**config.mk**
```make
export PLATFORM = sky130hd
export DESIGN_NAME = lvl_irq_ctrl
export DESIGN_NICKNAME = d
export VERILOG_FILES = /design/src/rtl/irqc_pkg.sv /design/src/rtl/irqc_mask_bank.sv /design/src/rtl/irqc_gate.sv /design/src/rtl/irqc_sysctl.sv /design/src/rtl/lvl_irq_ctrl.sv
export SDC_FILE = /design/constraint.sdc
export NUM_CORES = 1
export LEC_CHECK = 0
export ABC_AREA = 1
export BUFFER_PORTS_ARGS = -buffer_cell sky130_fd_sc_hd__buf_2
export CAP_MARGIN = 20
export CORE_MARGIN = 4
export CORE_UTILIZATION = 53
export DETAILED_ROUTE_END_ITERATION = 8
export GPL_TIMING_DRIVEN = 0
export PLACE_DENSITY_LB_ADDON = 0.25
export SLEW_MARGIN = 20
export SYNTH_ARGS = -nofsm -noshare
export SYNTH_HDL_FRONTEND = slang
export SYNTH_HIERARCHICAL = 1
export SYNTH_SLANG_ARGS = --single-unit
```
**constraint.sdc**
```tcl
create_clock -name clk -period 3 [get_ports clk]
set_input_delay 0.45 -clock clk [delete_from_list [all_inputs] [get_ports clk]]
set_output_delay 0.45 -clock clk [all_outputs]
set_load 0.01 [all_outputs]
```
**src/rtl/irqc_pkg.sv**
```systemverilog
package irqc_pkg;
  // Byte offsets of the register map
  localparam int OFF_REV     = 'h000;
  localparam int OFF_CFG     = 'h010;
  localparam int OFF_STAT    = 'h014;
  localparam int OFF_CTRL    = 'h048;
  localparam int OFF_MCLR    = 'h088;
  localparam int OFF_MSET    = 'h08C;
  localparam int OFF_PEND    = 'h098;
  localparam int GRP_STRIDE  = 'h020;

  // Bit positions inside configuration, status and control words
  localparam int CFG_IDLE_BIT  = 0;
  localparam int CFG_SRST_BIT  = 1;
  localparam int STAT_DONE_BIT = 0;
  localparam int CTRL_ACK_BIT  = 0;
endpackage

```
**src/rtl/irqc_mask_bank.sv**
```systemverilog
module irqc_mask_bank #(
  parameter int GROUP_W = 32
) (
  input  logic               clk,
  input  logic               clr,
  input  logic               set_we,
  input  logic               clr_we,
  input  logic [GROUP_W-1:0] wdata,
  output logic [GROUP_W-1:0] mask
);
  always_ff @(posedge clk) begin
    if (clr)
      mask <= '1;
    else if (set_we)
      mask <= mask | wdata;
    else if (clr_we)
      mask <= mask & ~wdata;
  end
endmodule

```
**src/rtl/irqc_gate.sv**
```systemverilog
module irqc_gate #(
  parameter int N = 96
) (
  input  logic         clk,
  input  logic         clr,
  input  logic         ack,
  input  logic [N-1:0] lines,
  input  logic [N-1:0] mask,
  output logic         irq,
  output logic         locked
);
  logic [N-1:0] live;
  logic [N-1:0] snap;

  assign live = lines & ~mask;

  always_ff @(posedge clk) begin
    if (clr || ack) begin
      irq    <= 1'b0;
      locked <= 1'b0;
      snap   <= '0;
    end else if (!locked) begin
      if (|live) begin
        irq    <= 1'b1;
        locked <= 1'b1;
        snap   <= live;
      end else begin
        irq    <= 1'b0;
      end
    end else begin
      snap <= snap & live;
      irq  <= |(snap & live);
    end
  end
endmodule

```
**src/rtl/irqc_sysctl.sv**
```systemverilog
module irqc_sysctl #(
  parameter int SRST_CYCLES = 4
) (
  input  logic       clk,
  input  logic       rst,
  input  logic       cfg_we,
  input  logic [1:0] cfg_wdata,
  output logic       soft_go,
  output logic       busy,
  output logic       autoidle,
  output logic       done
);
  localparam int CNT_W = $clog2(SRST_CYCLES + 1);
  logic [CNT_W-1:0] cnt;

  assign soft_go = cfg_we && cfg_wdata[irqc_pkg::CFG_SRST_BIT];

  always_ff @(posedge clk) begin
    if (rst) begin
      busy     <= 1'b0;
      cnt      <= '0;
      autoidle <= 1'b0;
      done     <= 1'b1;
    end else if (soft_go) begin
      busy     <= 1'b1;
      cnt      <= CNT_W'(SRST_CYCLES - 1);
      autoidle <= 1'b0;
      done     <= 1'b0;
    end else begin
      if (busy) begin
        if (cnt == '0) begin
          busy <= 1'b0;
          done <= 1'b1;
        end else begin
          cnt <= cnt - 1'b1;
        end
      end
      if (cfg_we)
        autoidle <= cfg_wdata[irqc_pkg::CFG_IDLE_BIT];
    end
  end
endmodule

```
**src/rtl/lvl_irq_ctrl.sv**
```systemverilog
module lvl_irq_ctrl #(
  parameter int NUM_GROUPS  = 3,
  parameter int GROUP_W     = 32,
  parameter int ADDR_W      = 12,
  parameter int REV_MAJOR   = 2,
  parameter int REV_MINOR   = 1,
  parameter int SRST_CYCLES = 4
) (
  input  logic                          clk,
  input  logic                          rst,
  input  logic [ADDR_W-1:0]             bus_addr,
  input  logic                          bus_wr,
  input  logic [GROUP_W-1:0]            bus_wdata,
  output logic [GROUP_W-1:0]            bus_rdata,
  input  logic [NUM_GROUPS*GROUP_W-1:0] irq_lines,
  output logic                          cpu_irq
);
  import irqc_pkg::*;

  localparam int NUM_LINES = NUM_GROUPS * GROUP_W;
  localparam logic [GROUP_W-1:0] REV_WORD =
    {{(GROUP_W-8){1'b0}}, 4'(REV_MAJOR), 4'(REV_MINOR)};

  logic                 busy, autoidle, done, soft_go, wr_ok, ack, clr_all;
  logic                 gate_locked;
  logic [NUM_LINES-1:0] mask_flat;
  logic [NUM_LINES-1:0] pend_flat;
  logic [GROUP_W-1:0]   rd_next;

  assign wr_ok   = bus_wr && !busy;
  assign ack     = wr_ok && (bus_addr == ADDR_W'(OFF_CTRL)) && bus_wdata[CTRL_ACK_BIT];
  assign clr_all = rst || soft_go;

  irqc_sysctl #(.SRST_CYCLES(SRST_CYCLES)) i_sysctl (
    .clk       (clk),
    .rst       (rst),
    .cfg_we    (wr_ok && (bus_addr == ADDR_W'(OFF_CFG))),
    .cfg_wdata (bus_wdata[1:0]),
    .soft_go   (soft_go),
    .busy      (busy),
    .autoidle  (autoidle),
    .done      (done)
  );

  for (genvar g = 0; g < NUM_GROUPS; g++) begin : g_bank
    irqc_mask_bank #(.GROUP_W(GROUP_W)) i_bank (
      .clk    (clk),
      .clr    (clr_all),
      .set_we (wr_ok && (bus_addr == ADDR_W'(OFF_MSET + g*GRP_STRIDE))),
      .clr_we (wr_ok && (bus_addr == ADDR_W'(OFF_MCLR + g*GRP_STRIDE))),
      .wdata  (bus_wdata),
      .mask   (mask_flat[g*GROUP_W +: GROUP_W])
    );
  end

  irqc_gate #(.N(NUM_LINES)) i_gate (
    .clk    (clk),
    .clr    (clr_all),
    .ack    (ack),
    .lines  (irq_lines),
    .mask   (mask_flat),
    .irq    (cpu_irq),
    .locked (gate_locked)
  );

  assign pend_flat = irq_lines & ~mask_flat;

  always_comb begin
    rd_next = '0;
    if (bus_addr == ADDR_W'(OFF_REV))
      rd_next = REV_WORD;
    else if (bus_addr == ADDR_W'(OFF_CFG)) begin
      rd_next[CFG_IDLE_BIT] = autoidle;
      rd_next[CFG_SRST_BIT] = busy;
    end else if (bus_addr == ADDR_W'(OFF_STAT))
      rd_next[STAT_DONE_BIT] = done;
    for (int g = 0; g < NUM_GROUPS; g++) begin
      if (bus_addr == ADDR_W'(OFF_MCLR + g*GRP_STRIDE) ||
          bus_addr == ADDR_W'(OFF_MSET + g*GRP_STRIDE))
        rd_next = mask_flat[g*GROUP_W +: GROUP_W];
      if (bus_addr == ADDR_W'(OFF_PEND + g*GRP_STRIDE))
        rd_next = pend_flat[g*GROUP_W +: GROUP_W];
    end
  end

  always_ff @(posedge clk) begin
    if (rst)
      bus_rdata <= '0;
    else
      bus_rdata <= rd_next;
  end
endmodule

```
# After elaboration in Yosys (flattened, before gate mapping)
# Index checks and enable logic that the tools add are counted.
[totals] inputBits=143 register_bits=232 memories=0 out_inout_bits=33 ram_bits=0 elab_cells=99 latchBits=0 rom_bits=0
[op_classes] div=0 mul=0 add_sub_neg=1 n_lt_le_gt_ge=0 reduce_logical=31 n_eq_ne=13 mux=31 bitwise_logic=11 shift=0
[op_table] operator="2-to-1 mux 32 bit" count=12
[op_table] operator="AND 96 bit" count=2
[op_table] operator="2-to-1 mux 96 bit" count=2
[op_table] operator="OR reduction 96 bit" count=2
[op_table] operator="equality test 12 x 8 -> 1 bit (second input constant)" count=9
[op_table] operator="AND 32 bit" count=3
[op_table] operator="NOT 96 bit" count=1
[op_table] operator="OR 32 bit" count=3
[op_table] operator="NOT 32 bit" count=1
[op_table] operator="equality test 12 x 5 -> 1 bit (second input constant)" count=2
[op_table] operator="equality test 12 x 7 -> 1 bit (second input constant)" count=1
[op_table] operator="logical NOT 12 bit" count=1
[op_table] operator="2-to-1 mux 1 bit" count=12
[op_table] operator="nonzero test 2 bit" count=6
[op_table] operator="logical AND 1 bit" count=11
[op_table] operator="2-to-1 mux 2 bit" count=4
[op_table] operator="AND reduction 2 bit" count=3
[op_table] operator="logical OR 1 bit" count=5
[op_table] operator="2-to-1 mux 4 bit" count=1
[op_table] operator="logical NOT 3 bit" count=1
[op_table] operator="subtractor 3 x 1 -> 3 bit (second input constant)" count=1
[op_table] operator="inequality test 2 bit (second input constant)" count=1
[op_table] operator="OR reduction 2 bit" count=1
[op_table] operator="logical NOT 1 bit" count=1
[op_table] operator="NOT 1 bit" count=1

# Longest topological paths before layout
[depth] depth_word=10 mapped_depth=13 mapped_depth_nobuf=12

# Cells and area by module
# Netlist, hierarchy kept.
[modules_own_cells] module="irqc_gate" n_inst=1 cells_each=957 seq_area_each_um2=1961.9 area_each_um2=5845.6
[modules_own_cells] module="lvl_irq_ctrl" n_inst=1 cells_each=735 seq_area_each_um2=640.6 area_each_um2=3986.3
[modules_own_cells] module="irqc_mask_bank" n_inst=3 cells_each=173 seq_area_each_um2=640.6 area_each_um2=1310.0
[modules_own_cells] module="irqc_sysctl" n_inst=1 cells_each=42 seq_area_each_um2=120.1 area_each_um2=312.8

# Worst setup path before layout
# Ideal clock, no wire load.
[synth_timing] path_type="input -> register" from="input port bus_addr[9]" to="register i_gate.snap[45]" arrival_time_ns=2.585 path_stages=13 n_path_buf=2 setup_time_ns=0.132 required_time_ns=2.868 slack_ns=0.283 cell_sequence="nor2_1 > nand2_2 > inv_1 > nand2_1 > nor4_1 > nand2_2 > inv_1 > or2_2 > nor2_1 > clkinv_1 > clkbuf_1 > clkbuf_1 > a21oi_1"
[synth_via] elab_chain_len=5 word_cells_on_any_way=8 classes_between="eq/ne: 2; reduce/logical: 6"
[synth_lines] item="start, declared" line_no="lvl_irq_ctrl.sv:11" text="input logic [ADDR_W-1:0] bus_addr,"
[synth_lines] item="equality test 12 x 5 -> 1 bit" line_no="lvl_irq_ctrl.sv:37" text=".cfg_we (wr_ok && (bus_addr == ADDR_W'(OFF_CFG))),"
[synth_lines] item="logical AND 1 bit" line_no="lvl_irq_ctrl.sv:37"
[synth_lines] item="logical AND 1 bit" line_no="irqc_sysctl.sv:16" text="assign soft_go = cfg_we && cfg_wdata[irqc_pkg::CFG_SRST_BIT];"
[synth_lines] item="via soft_go" line_no="lvl_irq_ctrl.sv:24" text="logic busy, autoidle, done, soft_go, wr_ok, ack, clr_all;"
[synth_lines] item="logical OR 1 bit" line_no="lvl_irq_ctrl.sv:32" text="assign clr_all = rst || soft_go;"
[synth_lines] item="via clr_all" line_no="lvl_irq_ctrl.sv:24"
[synth_lines] item="logical OR 1 bit" line_no="irqc_gate.sv:18" text="if (clr || ack) begin"
[synth_lines] item="end signal, assigned" line_no="irqc_gate.sv:26" text="snap <= live;"
[synth_lines] item="end signal, assigned" line_no="irqc_gate.sv:31" text="snap <= snap & live;"
[synth_lines] item="end, declared" line_no="irqc_gate.sv:13" text="logic [N-1:0] snap;"
# The timed path passes the listed nets, and every way through them passes these cells.
# A chain may end at the register's enable or synchronous reset.

# Worst setup path after layout
[layout_timing] from="register i_sysctl.busy" to="register i_gate.snap[28]"
[layout_via] elab_chain_len=6 word_cells_on_any_way=8 classes_between="reduce/logical: 8"
[layout_lines] item="start, declared" line_no="irqc_sysctl.sv:9" text="output logic busy,"
[layout_lines] item="start signal, assigned" line_no="irqc_sysctl.sv:20" text="busy <= 1'b0;"
[layout_lines] item="start signal, assigned" line_no="irqc_sysctl.sv:25" text="busy <= 1'b1;"
[layout_lines] item="start signal, assigned" line_no="irqc_sysctl.sv:32" text="busy <= 1'b0;"
[layout_lines] item="logical NOT 1 bit" line_no="lvl_irq_ctrl.sv:30" text="assign wr_ok = bus_wr && !busy;"
[layout_lines] item="logical AND 1 bit" line_no="lvl_irq_ctrl.sv:30"
[layout_lines] item="logical AND 1 bit" line_no="lvl_irq_ctrl.sv:37"
[layout_lines] item="logical AND 1 bit" line_no="irqc_sysctl.sv:16"
[layout_lines] item="via soft_go" line_no="lvl_irq_ctrl.sv:24"
[layout_lines] item="logical OR 1 bit" line_no="lvl_irq_ctrl.sv:32"
[layout_lines] item="via clr_all" line_no="lvl_irq_ctrl.sv:24"
[layout_lines] item="logical OR 1 bit" line_no="irqc_gate.sv:18"
# The timed path passes the listed nets, and every way through them passes these cells.

==> reports/qor.yml <==
cts:
  cts_setup_buffers: 0
  numCtsBuffers: 27
  clk-insertion-delay-late_ns: 0.56
  clock_path_buffers: 3
  hold_buffers: 0
  cts.sinks: 232
  ctsRootBufferMaster: "clkbuf_16"
  clk_pin_slew_ns: 0.06
  cts_max_level: 1
  cts_tree: "done"
synthesis:
  syn-mean-instance-area_sq_um: 6.25
  synth_edf_count: 0
  synthDistinctLibCells: 36
  synth_top_area_share_pct: 33.0
  syn-cell-area_sq_um: 14100
  yosysSeqAreaShare_pct: 33.0
  synth_ff_type: "dfxtp_1"
  ys_seq_elements: 232
  yosys-top-cells-area: "dfxtp_1, nand2_1, inv_1, a21oi_1, o21ai_0"
  synth_warnings: 6
  syn_nets: 2398
  syn_inst: 2253
  synth_top_area_cell: "dfxtp_1"
  ys_async_sr_fraction_pct: 0
status:
  status: "finished clean"
route:
  vias: 15981
  wl_met3_um: 5690
  ant_nets: 0
  firstDrtPassIters: 6
  post-route-drc-count: 0
  wl_met2_um: 23100
  drt-met1-wl_um: 21700
  routed_wl_um: 53900
  vias_per_cell: 5.68
  avgRoutedWirePerCell_um: 19.2
  drt_first_iter_violations: 1817
  top_layer: "met4"
placed_design:
  dp.final_hpwl_um: 41000
  placed_area_sq_um: 15400
  place_ws_ns: -0.963
  io_buffer_count: 175
  gp_congestion: 0.985
sta:
  clock_skew_ns: 0.0226
  worst_pin_slew_ns: 1.06
  setup_slack_ns: 0.256
  period_share_pct: 91.5
  grt_setup_unrepaired: "false"
  setup_viol: 0
  finalHoldViolations: 0
  slew_headroom_pct: 29.3
  min_period_ns: 2.74
  slew_viol_final: 0
  fmax_ghz: 0.364
pwr:
  p_leak_nw: 8.89
  seqPwrFrac_pct: 46.2
  vdd_ir_drop_max_mv: 0.435
  p_sw_w: 0.00164
  combPwrFrac_pct: 5.5
  internal-power_w: 0.00503
  switching_share_pct: 24.6
  p_clk_share_pct: 48.4
  p_per_area_nw_per_um2: 411
  power_w: 0.00667
critical_path:
  crit_type: "flip-flop to flip-flop"
  slowest_stage: "dfxtp_1"
  path_cells: "nor4_2 > nand2_2 > inv_1 > or2_2 > nor2_1 > clkinv_2 > clkbuf_2 > a21oi_1"
  cp_max_fo: 16
  crit_path_end_kind: "flip-flop"
  worstPathArrival_ns: 3.20
  rrSetupSlack_ns: 0.26
  worstPathRequired_ns: 3.46
  cp-start-kind: "flip-flop"
  max_stage_delay_ns: 0.53
layout:
  n_fill_cell: 2507
  final_nets: 2601
  layout_common_cells: "nand2_1, inv_1, dfxtp_1, buf_2, a21oi_1"
  area_growth_pct: 15.4
  drive_above_1_share_pct: 16.1
  finalInstanceArea_sq_um: 16200
  final_core_util_pct: 62.3
  final_common_cell: "nand2_1"
floorplan:
  dieArea_sq_um: 29200
  die_h_um: 171
  die_w_um: 171
  ios: 176
  rows: 59
  core_area_sq_um: 26100
  start_util_pct: 54.0
global_routing:
  grt_use_total_pct: 36.2
  grt_pass1_wl_um: 82300
  grt_max_degree: 17
  antenna_found_initial: 1
  grt_pass1_vias: 14804
  grt_overflow: 0
hold_path:
  holdCritPathClass: "input pin to flip-flop"
run:
  maxCapViolations: 0
power groups by stage:
stage	Combinational, W	Clock (W)	Sequential, W
3_3_place_gp	0.000346	0	0.00315
6_report	0.000365	0.00323	0.00308
3_5_place_dp	0.000350	0	0.00315
4_1_cts	0.000353	0.00324	0.00308
5_1_grt	0.000392	0.00339	0.00308
2_1_floorplan	0.000133	0	0.00315
kinds of logic after synthesis:
group | synth area share, %
XOR/XNOR | 0.0622
adder cells (fa/ha/maj) | 0.178
buffers and inverters | 15.5
AO/OA/AOI/OAI | 19.7
AND/OR/NAND/NOR | 31.5
flip-flops | 33.0
per-stage QoR:
step / hold WS (ns) / cells / setup TNS [ns]
2_1_floorplan: 0.438 / 2253 / 0
3_3_place_gp: 0.453 / 2763 / -58.63
3_5_place_dp: 0.459 / 2763 / -64.09
4_1_cts: 0.136 / 2811 / 0
5_1_grt: 0.157 / 2812 / 0
6_report: 0.143 / 2813 / 0
layer usage:
metal / vias to the layer above / GRT usage, %
met2: 889 / 56.3
met3: 167 / 6.49
met1: 7286 / 48.0
met5: - / 0.334
met4: 0 / 18.9
li1: 7639 / -
cells in the mapped netlist, types with 2 or more instances:
cell and number:
nand2_1 627, inv_1 361, dfxtp_1 232, a21oi_1 199
o21ai_0 160, o21ai_1 132, nand4_1 127, nor2_1 116
buf_2 44, clkbuf_1 41, nand3_1 41, nand3b_1 32
a21oi_2 30, buf_6 29, nand2_2 13, inv_2 12
nand3_2 11, buf_4 5, nor2_2 5, nand2_4 4
nor2_4 4, nor3_1 4, buf_1 3, o21ai_2 3
o21bai_1 3, clkbuf_2 2, ha_1 2, nand4_4 2
nor4_1 2
worst max-delay path: cells and delay by family, from the launching register on:
| kind | cells | cell delay, ns |
|---|---|---|
| simple gates | 4 | 1.22 |
| buf+inv | 3 | 0.71 |
| flops | 1 | 0.53 |
| compound gates | 1 | 0.19 |
timing repair:
item | CTS | global route
setup endpoints to repair | 40 | 50
gates resized for setup | 6 | 10
pin swaps | 0 | 0
area by class of cell:
type / count / area [sq um] / area share [%]
clock buffer: 35 / 746 / 4.59
timing repair buffer: 175 / 876 / 5.39
tap: 335 / 419 / 2.58
multi-input combinational: 1521 / 7250 / 44.6
inverter: 375 / 1410 / 8.68
antenna: 2 / 5.00 / 0.0308
buffer: 124 / 787 / 4.85
clock inverter: 14 / 104 / 0.639
sequential: 232 / 4640 / 28.6
worst paths after layout:
kind | start | cells after the start | to
worst min register to register | flip-flop | 2 | flip-flop
worst max-delay path | i_sysctl/busy | 8 | i_gate/snap[28]
worst max register to register | i_sysctl/busy | 8 | i_gate/snap[28]
worst min-delay path | rst | 2 | i_sysctl/cnt[1]
No activity file was read; power rests on OpenSTA's default activity.
